--- src/rtl/fsm8_pkg.sv ---
// Package: shared state type and the fixed transition/output rules.
// Assumes: eight states, 3-bit binary code, A is the reset state.
package fsm8_pkg;

    localparam int STATE_W    = 3;
    localparam int NUM_STATES = 1 << STATE_W;

    typedef enum logic [STATE_W-1:0] {
        ST_A = 3'd0,
        ST_B = 3'd1,
        ST_C = 3'd2,
        ST_D = 3'd3,
        ST_E = 3'd4,
        ST_F = 3'd5,
        ST_G = 3'd6,
        ST_H = 3'd7
    } st_t;

    // One row of the machine: successor and output for each value of x.
    typedef struct packed {
        st_t  succ_x0;
        st_t  succ_x1;
        logic out_x0;
        logic out_x1;
    } row_t;

    localparam st_t RESET_STATE = ST_A;

    // Returns the row for a given present state.
    function automatic row_t row_of(input st_t s);
        row_t r;
        case (s)
            ST_A:    r = '{succ_x0: ST_A, succ_x1: ST_E, out_x0: 1'b1, out_x1: 1'b0};
            ST_B:    r = '{succ_x0: ST_C, succ_x1: ST_F, out_x0: 1'b0, out_x1: 1'b0};
            ST_C:    r = '{succ_x0: ST_B, succ_x1: ST_H, out_x0: 1'b0, out_x1: 1'b1};
            ST_D:    r = '{succ_x0: ST_E, succ_x1: ST_F, out_x0: 1'b0, out_x1: 1'b0};
            ST_E:    r = '{succ_x0: ST_D, succ_x1: ST_A, out_x0: 1'b0, out_x1: 1'b1};
            ST_F:    r = '{succ_x0: ST_B, succ_x1: ST_F, out_x0: 1'b1, out_x1: 1'b1};
            ST_G:    r = '{succ_x0: ST_D, succ_x1: ST_H, out_x0: 1'b0, out_x1: 1'b1};
            default: r = '{succ_x0: ST_H, succ_x1: ST_G, out_x0: 1'b1, out_x1: 1'b0};
        endcase
        return r;
    endfunction

endpackage

--- src/rtl/fsm8_next.sv ---
// Module: fsm8_next
// Purpose: combinational successor selection from present state and x.
// Assumes: present state is always a legal code (all eight codes are legal).
module fsm8_next
    import fsm8_pkg::*;
(
    input  st_t  cur,
    input  logic x,
    output st_t  nxt
);

    row_t row;

    // Look up the row of the present state, then pick by x.
    always_comb begin
        row = row_of(cur);
        nxt = x ? row.succ_x1 : row.succ_x0;
    end

endmodule

--- src/rtl/fsm8_out.sv ---
// Module: fsm8_out
// Purpose: Mealy output; z depends on the present state and the live x.
// Assumes: x may change anywhere in the cycle; z follows without a clock.
module fsm8_out
    import fsm8_pkg::*;
(
    input  st_t  cur,
    input  logic x,
    output logic z
);

    logic [NUM_STATES-1:0] z_when0;
    logic [NUM_STATES-1:0] z_when1;

    // Build the two output columns, one bit per state code.
    for (genvar s = 0; s < NUM_STATES; s++) begin : g_col
        localparam row_t ROW = row_of(st_t'(s));
        assign z_when0[s] = ROW.out_x0;
        assign z_when1[s] = ROW.out_x1;
    end

    // Index the column chosen by x with the present state.
    always_comb begin
        z = x ? z_when1[cur] : z_when0[cur];
    end

endmodule

--- src/rtl/fsm8_streg.sv ---
// Module: fsm8_streg
// Purpose: present-state register with synchronous active-low reset.
// Assumes: rst_n is synchronous to clk.
module fsm8_streg
    import fsm8_pkg::*;
#(
    parameter st_t INIT = RESET_STATE
) (
    input  logic clk,
    input  logic rst_n,
    input  st_t  d,
    output st_t  q
);

    // Capture the successor on each rising edge, or force INIT in reset.
    always_ff @(posedge clk) begin
        if (!rst_n) q <= INIT;
        else        q <= d;
    end

endmodule

--- src/rtl/tbl_mealy8.sv ---
// Module: tbl_mealy8 (top)
// Purpose: eight-state Mealy machine driven by a fixed rule table.
// Assumes: single clock domain, synchronous active-low reset to state A.
module tbl_mealy8
    import fsm8_pkg::*;
(
    input  logic               clk,
    input  logic               rst_n,
    input  logic               x,
    output logic               z,
    output logic [STATE_W-1:0] state_dbg
);

    st_t cur_st;
    st_t nxt_st;

    fsm8_next u_next (
        .cur (cur_st),
        .x   (x),
        .nxt (nxt_st)
    );

    fsm8_streg #(.INIT(RESET_STATE)) u_reg (
        .clk   (clk),
        .rst_n (rst_n),
        .d     (nxt_st),
        .q     (cur_st)
    );

    fsm8_out u_out (
        .cur (cur_st),
        .x   (x),
        .z   (z)
    );

    // Expose the present state code for observation.
    assign state_dbg = cur_st;

endmodule

--- config.mk ---
export PLATFORM = sky130hd
export DESIGN_NAME = tbl_mealy8
export DESIGN_NICKNAME = d
export VERILOG_FILES = /design/src/rtl/fsm8_pkg.sv /design/src/rtl/fsm8_next.sv /design/src/rtl/fsm8_out.sv /design/src/rtl/fsm8_streg.sv /design/src/rtl/tbl_mealy8.sv
export SDC_FILE = /design/constraint.sdc
export NUM_CORES = 1
export LEC_CHECK = 0
export BUFFER_PORTS_ARGS = -buffer_cell sky130_fd_sc_hd__buf_2
export CORE_AREA = 2 2 39 41
export CTS_CLUSTER_SIZE = 16
export DETAILED_ROUTE_END_ITERATION = 6
export DIE_AREA = 0 0 41 43
export PLACE_DENSITY = 0.39
export SYNTH_ARGS = -nofsm -noshare
export SYNTH_HDL_FRONTEND = slang
export SYNTH_HIERARCHICAL = 1
export SYNTH_SLANG_ARGS = --single-unit
export TNS_END_PERCENT = 20
--- constraint.sdc ---
create_clock -name clk -period 1.15 [get_ports clk]
set_input_delay 0.115 -clock clk [delete_from_list [all_inputs] [get_ports clk]]
set_output_delay 0.115 -clock clk [all_outputs]
set_load 0.05 [all_outputs]
==> flow_summary_export.csv, run 1 <==
group,metric,value,unit
place,hpwl,388,um
floorplan,start_util,13.5,%
clocking,root_buffer,"clkbuf_4",
drt,drc,0,
timing,min_period_over_period,120,%
timing,setup_violations,1,
floorplan,coreArea,1380,sq um
clocking,clock_sinks,3,
final_layout,drive_above_1_share,55.3,%
clocking,clock_latency,0.23,ns
floorplan,die_area,1760,sq um
worst_setup_path,cp_data_required_time,1.03,ns
synthesis,seq_area_frac_synth,32.2,%
synthesis,synth_area_leaders,"dfxtp_1, and2_1, a221oi_2",
timing,max_slew_margin,83.5,%
final_layout,num_antenna_cells,0,
clocking,hold_buffers,0,
floorplan,die_h,43,um
power,power_density,1440,nW/um^2
worst_setup_path,end_kind,"primary output",
power,total_power,0.496,mW
timing,fin_crit,1.38,ns
run_status,status,"complete, but fails checks",
worst_setup_path,setup.worst_path.class,"reg2out",
drt,viasPerCell,3.94,
place,io_buffer_count,6,
drt,ant_nets,0,
power,p_leak,0.163,nW
synthesis,ys_seq_elements,3,
power,vdd_ir_drop_max,266,uV
floorplan,pin_count,7,
place,place_congestion,0.741,
final_layout,largest_register,"u_reg/q",
worst_setup_path,crit_chain,"a21bo_4 > a221oi_4 > buf_6",
min_path,hp-class,"in2reg",
final_layout,nets,42,
global_route,grt_first_pass_wirelength,903,um
synthesis,synth.avg_cell_area,8.47,sq um
job,drv_cap,0,
clocking,cts_max_level,1,
clocking,clk_pin_slew,0.04,ns
synthesis,synth_edf_count,0,
timing,finalHoldViolations,0,
final_layout,largest_register_ffs,3,
synthesis,yosysWarnings,6,
clocking,cts_tree,"yes",
drt,wl_per_cell,9.20,um
timing,skew,0.00189,ns
synthesis,synthArstFlopShare,0,%
drt,drt_first_iter_violations,6,
timing,fmax,726,MHz
timing,tightest_slew,0.249,ns
synthesis,synth_top_area_cell,"dfxtp_1",
worst_setup_path,crit_path_top_delay_cell,"dfxtp_4",
timing,rsz0062_at_grt,"true",
synthesis,syn_area,186,sq um
synthesis,netlist_top_cells_count,"and2_1, dfxtp_1, a21oi_1, inv_1, nor2_1",
drt,wl,497,um
global_route,overflow,0,
global_route,grt_max_degree,7,
floorplan,num_rows,14,
worst_setup_path,cp-start-kind,"flip-flop",
clocking,cts_buffer_depth,2,
final_layout,reg.largest.list,"u_reg/q x3",
final_layout,syn2layout_area_growth,85.2,%
global_route,grt_pass1_vias,236,
place,preCtsSetupSlack,-0.0683,ns
drt,drt-pass1-iter-count,3,
timing,holdWs,0.110,ns
synthesis,synth_nets,25,
run_status,violations,"negative setup slack",
synthesis,syn_inst,22,
synthesis,ys_types,15,
global_route,grt.total_usage,7.82,%
synthesis,synth_top_area_share,32.2,%
final_layout,utilization,25.0,%
synthesis,ys.flop_type,"dfxtp_1",
final_layout,fill_cells,162,
worst_setup_path,cp_max_fo,4,
timing,drv_slew,0,
drt,vias,213,
clocking,numCtsBuffers,3,
worst_setup_path,cpPeakStageDelay,0.34,ns
global_route,antenna_found_initial,0,
floorplan,die_w,41,um
timing,finalWorstSetupSlack,-0.227,ns
worst_setup_path,crit_arrival,1.26,ns
cells in the final DEF, fill, tap and decap left out, drive strengths merged:
cell / instances
buf: 12
clkbuf: 4
and2: 3
dfxtp: 3
inv: 2
nor2: 2
a21oi: 2
a221oi: 2
xor2: 1
nor3: 1
nand2b: 1
o21ai: 1
a221o: 1
a21bo: 1
or2: 1
nor3b: 1
timing repair:
item / CTS / global route
pin swaps: 0 / 1
setup endpoints to repair: 2 / 4
setup buffers: 0 / 1
gates resized for setup: 3 / 1
final cells by class:
class | count | area (sq um) | area share [%]
sequential | 3 | 66.3 | 19.2
tap | 16 | 20.0 | 5.80
timing repair buffer | 12 | 81.3 | 23.6
inverter | 2 | 7.51 | 2.17
multi-input combinational | 17 | 144 | 41.7
clock buffer | 4 | 26.3 | 7.61
cell families (layout without fill, tap and decap cells):
kind of cell	Yosys count	after routing	synth area share, %
AOI/OAI and AO/OA	7	7	31.5
DFF	3	3	32.2
buffers and inverters	2	18	4.03
xor gates and xnor gates	1	1	4.70
and+or+nand+nor	9	9	27.5
layer usage:
| layer | wire (um) | vias up | part of all wire [%] | track usage, % |
|---|---|---|---|---|
| met5 | 0 | - | 0 | 0 |
| met4 | 0 | 0 | 0 | 8.00 |
| met3 | 1 | 0 | 0.20 | 1.57 |
| met2 | 311 | 2 | 63 | 12.2 |
| met1 | 184 | 101 | 37 | 7.69 |
| li1 | - | 110 | - | - |
metrics by stage:
| stage | area, sq um | instances | TNS, ns |
|---|---|---|---|
| after floorplan | 204 | 22 | -0.373 |
| after global placement | 292 | 49 | -0.0895 |
| after detailed placement | 292 | 49 | -0.102 |
| after CTS | 332 | 53 | -0.240 |
| after global routing | 345 | 54 | -0.350 |
| final | 345 | 54 | -0.227 |
critical path: cells and delay by family, from the launching register on:
family / cells / cell delay, ns
AO/OA/AOI/OAI: 2 / 0.51
buffers and inverters: 1 / 0.19
flip-flops: 1 / 0.34
worst paths after layout:
path	from	endpoint	slack, ns	cells past startpoint
worst min-delay path	rst_n	u_reg/q[0]	0.11	2
worst max register to register	u_reg/q[2]	u_reg/q[0]	0	5
worst min register to register	u_reg/q[0]	u_reg/q[1]	0.75	3
worst max-delay path	u_reg/q[2]	z	-0.23	3
where the power goes:
group	internal, mW	switching (mW)	total [mW]
clock network	0.130	0.0486	0.178
registers	0.115	0.0110	0.126
logic	0.0830	0.108	0.192
No activity file was read; power rests on OpenSTA's default activity.
==> inputs of run 2 (changes only) <==
RECOVER_POWER = 25   (was not set)
clock period = 1.2 ns   (was 1.15 ns; I/O delays follow)
==> flow_summary_export.csv, run 2 (synthesized netlist as in run 1, its figures left out) <==
group,metric,value,unit
floorplan,die_w,41,um
worst_setup_path,rrSetupSlack,0.05,ns
place,dp.cells,47,
worst_setup_path,cp_data_required_time,1.08,ns
final_layout,nets,39,
power,total_power,0.467,mW
min_path,holdPathStages,2,
power,power_density,1450,nW/um^2
global_route,antenna_found_initial,0,
clocking,numCtsBuffers,3,
worst_setup_path,cp_max_fo,3,
clocking,hold_buffers,0,
global_route,grt_max_degree,8,
clocking,clock_latency,0.23,ns
final_layout,drive_above_1_share,51.4,%
worst_setup_path,setup.worst_path.class,"reg2out",
timing,finalHoldViolations,0,
final_layout,mostFrequentLayoutCells,"buf_2, clkbuf_4, buf_4, and2_1",
drt,drt_first_iter_violations,6,
place,place_congestion,0.698,
timing,finalWorstSetupSlack,-0.179,ns
global_route,overflow,0,
drt,ant_nets,0,
worst_setup_path,end_kind,"primary output",
power,p_sw_share,34.9,%
clocking,cts_max_level,1,
clocking,postCtsSetupBuffers,0,
global_route,grt_first_pass_wirelength,621,um
floorplan,coreArea,1380,sq um
floorplan,start_util,13.5,%
global_route,grt_pass1_vias,174,
timing,skew,0.00437,ns
timing,max_slew_margin,83.5,%
drt,wl,454,um
floorplan,num_rows,14,
power,vdd_ir_drop_max,494,uV
drt,drt-pass1-iter-count,4,
final_layout,final_common_cell,"buf_2",
final_layout,num_antenna_cells,0,
final_layout,syn2layout_area_growth,72.5,%
worst_setup_path,crit_arrival,1.26,ns
job,drv_cap,0,
global_route,grt.total_usage,5.32,%
drt,viasPerCell,4.20,
run_status,violations,"negative setup slack",
clocking,cts_tree,"yes",
power,power_switching,0.163,mW
timing,fmax,725,MHz
power,p_clk_share,37.8,%
timing,fin_crit,1.38,ns
timing,holdWs,0.113,ns
place,hpwl,356,um
timing,tightest_slew,0.250,ns
timing,drv_slew,0,
floorplan,die_h,43,um
clocking,clk_pin_slew,0.04,ns
worst_setup_path,cp-startpoint,"u_reg/q[2]",
floorplan,pin_count,7,
clocking,root_buffer,"clkbuf_4",
drt,wl_per_cell,8.90,um
place,io_buffer_count,6,
worst_setup_path,cp-endpoint,"z",
final_layout,largest_register,"u_reg/q",
drt,drc,0,
clocking,cts_buffer_depth,2,
drt,vias,214,
clocking,clock_sinks,3,
power,cellInternalPower,0.304,mW
final_layout,largest_register_ffs,3,
timing,rsz0062_at_grt,"true",
worst_setup_path,reg2reg_to,"u_reg/q[0]",
power,p_comb_share,36.2,%
worst_setup_path,r2r_cells,5,
timing,min_period_over_period,115,%
min_path,hp-class,"in2reg",
timing,setup_violations,1,
worst_setup_path,cp-start-kind,"flip-flop",
final_layout,instances_no_fill,51,
power,p_leak,0.149,nW
worst_setup_path,regToRegStartpoint,"u_reg/q[2]",
final_layout,reg.largest.list,"u_reg/q x3",
floorplan,die_area,1760,sq um
run_status,status,"complete, but fails checks",
power,pwr-share-seq,26.0,%
[run 2: cell types whose count changed in the layout (fill, tap and decap cells not counted)]
cell and change:
nor3b_2 +1, a21bo_1 +1, nor3b_1 -1, buf_4 -3
a21bo_4 -1
[run 2: power by group through the flow]
stage	clock network [mW]	registers, mW	logic [mW]
after floorplan	0	0.158	0.0785
after global placement	0	0.123	0.152
after detailed placement	0	0.124	0.154
after CTS	0.181	0.122	0.165
after global routing	0.186	0.123	0.178
final	0.177	0.122	0.169
[run 2: how the worst min path moves through the flow]
stage / start / end / slack (ns)
after floorplan: rst_n / u_reg/q[2] / 0.24
after global placement: rst_n / u_reg/q[0] / 0.35
after detailed placement: rst_n / u_reg/q[2] / 0.35
after CTS: rst_n / u_reg/q[2] / 0.11
after global routing: rst_n / u_reg/q[2] / 0.12
final: rst_n / u_reg/q[2] / 0.11
[run 2: through the flow]
step	area [sq um]	setup WS [ns]	utilization (%)	setup TNS, ns
after floorplan	204	-0.210	-	-0.278
after global placement	277	-0.00127	20.0	-0.00127
after detailed placement	277	-0.0273	20.0	-0.0273
after CTS	314	-0.196	22.7	-0.196
after global routing	322	-0.221	23.2	-0.228
final	322	-0.179	23.2	-0.179
[run 2: critical path, stage by stage, from the launching register on]
cell and delay [ns]:
dfxtp_4 0.34, a21bo_1 0.22, a221oi_4 0.27, buf_6 0.19
[run 2: cell type report]
| type | instances | area [sq um] |
|---|---|---|
| tap | 16 | 20.0 |
| timing repair buffer | 9 | 58.8 |
| multi-input combinational | 17 | 143 |
| fill | 159 | 1060 |
| inverter | 2 | 7.51 |
| clock buffer | 4 | 26.3 |
| sequential | 3 | 66.3 |
[run 2: per-layer routing]
metal	GRT usage [%]	part of all wire (%)	vias to the layer above
li1	-	-	105
met1	3.53	34	105
met2	10.3	62	2
met3	1.57	0.88	2
met4	4.00	2.4	0
met5	0	0	-
[run 2: timing repair]
action | in CTS | in global routing
pin swaps | 0 | 0
gates resized for setup | 3 | 1
setup endpoints to repair | 1 | 2
==> inputs of run 3 (changes only) <==
PLACE_DENSITY = 0.3   (was 0.39)
==> flow_summary_export.csv, run 3 (synthesized netlist as in run 1, its figures left out) <==
group,metric,value,unit
final_layout,syn2layout_area_growth,73.2,%
timing,fin_crit,1.38,ns
final_layout,reg.largest.list,"u_reg/q x3",
drt,wl,434,um
power,power_density,1450,nW/um^2
worst_setup_path,crit_arrival,1.26,ns
run_status,status,"complete, but fails checks",
global_route,overflow,0,
worst_setup_path,cp-start-kind,"flip-flop",
drt,drc,0,
clocking,clk_pin_slew,0.04,ns
final_layout,drive_above_1_share,51.4,%
floorplan,start_util,13.5,%
min_path,hp-class,"in2reg",
clocking,root_buffer,"clkbuf_4",
run_status,violations,"negative setup slack",
floorplan,coreArea,1380,sq um
worst_setup_path,regToRegStartpoint,"u_reg/q[2]",
final_layout,final_common_cell,"buf_2",
power,vdd_ir_drop_max,266,uV
global_route,grt.total_usage,7.01,%
global_route,grt_max_degree,8,
power,p_clk_share,37.7,%
worst_setup_path,reg2reg_to,"u_reg/q[0]",
worst_setup_path,r2r_cells,5,
drt,ant_nets,0,
timing,drv_slew,0,
final_layout,fill_cells,156,
power,pwr-share-seq,26.6,%
timing,finalHoldViolations,0,
power,cellInternalPower,0.306,mW
clocking,cts_tree,"yes",
place,dp.cells,47,
clocking,cts_max_level,1,
clocking,cts_buffer_depth,2,
power,p_sw_share,34.5,%
drt,vias,196,
drt,viasPerCell,3.84,
drt,drt-pass1-iter-count,2,
min_path,hold_end,"u_reg/q[2]",
timing,setup_violations,1,
timing,max_slew_margin,83.5,%
min_path,holdPathStages,2,
final_layout,mostFrequentLayoutCells,"buf_2, clkbuf_4, buf_4, and2_1",
place,io_buffer_count,6,
timing,timing.setup.tns,-0.184,ns
worst_setup_path,rrSetupSlack,0.03,ns
floorplan,die_area,1760,sq um
global_route,antenna_found_initial,0,
place,place_congestion,0.679,
clocking,postCtsSetupBuffers,0,
timing,skew,0.00372,ns
final_layout,nets,39,
power,p_comb_share,35.7,%
final_layout,num_antenna_cells,0,
job,drv_cap,0,
floorplan,die_w,41,um
place,hpwl,340,um
floorplan,pin_count,7,
floorplan,die_h,43,um
final_layout,instances_no_fill,51,
clocking,clock_latency,0.23,ns
clocking,numCtsBuffers,3,
worst_setup_path,end_kind,"primary output",
timing,min_period_over_period,115,%
global_route,grt_first_pass_wirelength,738,um
timing,rsz0062_at_grt,"true",
final_layout,largest_register,"u_reg/q",
timing,fmax,723,MHz
drt,drt_first_iter_violations,2,
worst_setup_path,setup.worst_path.class,"reg2out",
clocking,clock_sinks,3,
timing,finalWorstSetupSlack,-0.184,ns
min_path,holdCritStartpoint,"rst_n",
power,p_leak,0.148,nW
worst_setup_path,cp_data_required_time,1.08,ns
timing,tightest_slew,0.250,ns
global_route,grt_pass1_vias,179,
power,power_switching,0.161,mW
worst_setup_path,cp_max_fo,4,
drt,wl_per_cell,8.51,um
floorplan,num_rows,14,
final_layout,largest_register_ffs,3,
## run 3: cell types whose count changed in the layout (fill, tap and decap cells not counted)
cell / before / now
a21bo_4: 0 / 1
nor3b_2: 1 / 0
a21bo_1: 1 / 0
nor3b_1: 0 / 1
## run 3: layout make-up
class / instances / area (sq um) / share of cell area (%)
repair buffers: 9 / 58.8 / 18.2
flip-flops and latches: 3 / 66.3 / 20.5
multi-input cells: 17 / 144 / 44.6
well taps: 16 / 20.0 / 6.20
clock buffers: 4 / 26.3 / 8.14
inverters: 2 / 7.51 / 2.33
## run 3: worst max path at each step
| stage | from | end | slack [ns] | depth (start not counted) |
|---|---|---|---|---|
| after global routing | u_reg/q[2] | z | -0.25 | 3 |
| after global placement | u_reg/q[2] | z | -0.02 | 3 |
| after floorplan | u_reg/q[2] | z | -0.21 | 2 |
| final | u_reg/q[2] | z | -0.18 | 3 |
| after detailed placement | u_reg/q[1] | z | -0.02 | 3 |
| after CTS | u_reg/q[2] | z | -0.21 | 3 |
## run 3: metal layers
metal	part of all wire (%)	global-route usage (%)
met4	0	10.0
met2	46	8.13
met3	9.9	3.14
met1	44	7.35
met5	0	0
## run 3: worst max-delay path, stage by stage, from the launching register on
cell and delay (ns):
dfxtp_4 0.34, a21bo_4 0.23, a221oi_4 0.27, buf_6 0.19
## run 3: metrics by stage
stage	hold WS, ns	power (mW)	util, %	worst slack, ns	area [sq um]
floorplan	0.241	0.236	-	-0.210	204
global placement	0.350	0.279	20.0	-0.0243	277
detailed placement	0.350	0.278	20.0	-0.0234	277
CTS	0.102	0.474	22.3	-0.207	309
global route	0.118	0.505	23.3	-0.246	323
finish	0.114	0.467	23.3	-0.184	323
## run 3: timing repair
action | 4_1_cts | 5_1_grt
resized for setup | 2 | 2
hold buffers | 0 | 0
hold endpoints to repair | 0 | 0
pin swaps | 0 | 1
setup endpoints to repair | 1 | 2
## run 3: power by group through the flow
stage	registers (mW)	clock network, mW	logic (mW)
after global placement	0.125	0	0.153
after detailed placement	0.125	0	0.153
after floorplan	0.158	0	0.0785
after global routing	0.127	0.199	0.179
after CTS	0.124	0.188	0.161
final	0.124	0.176	0.167
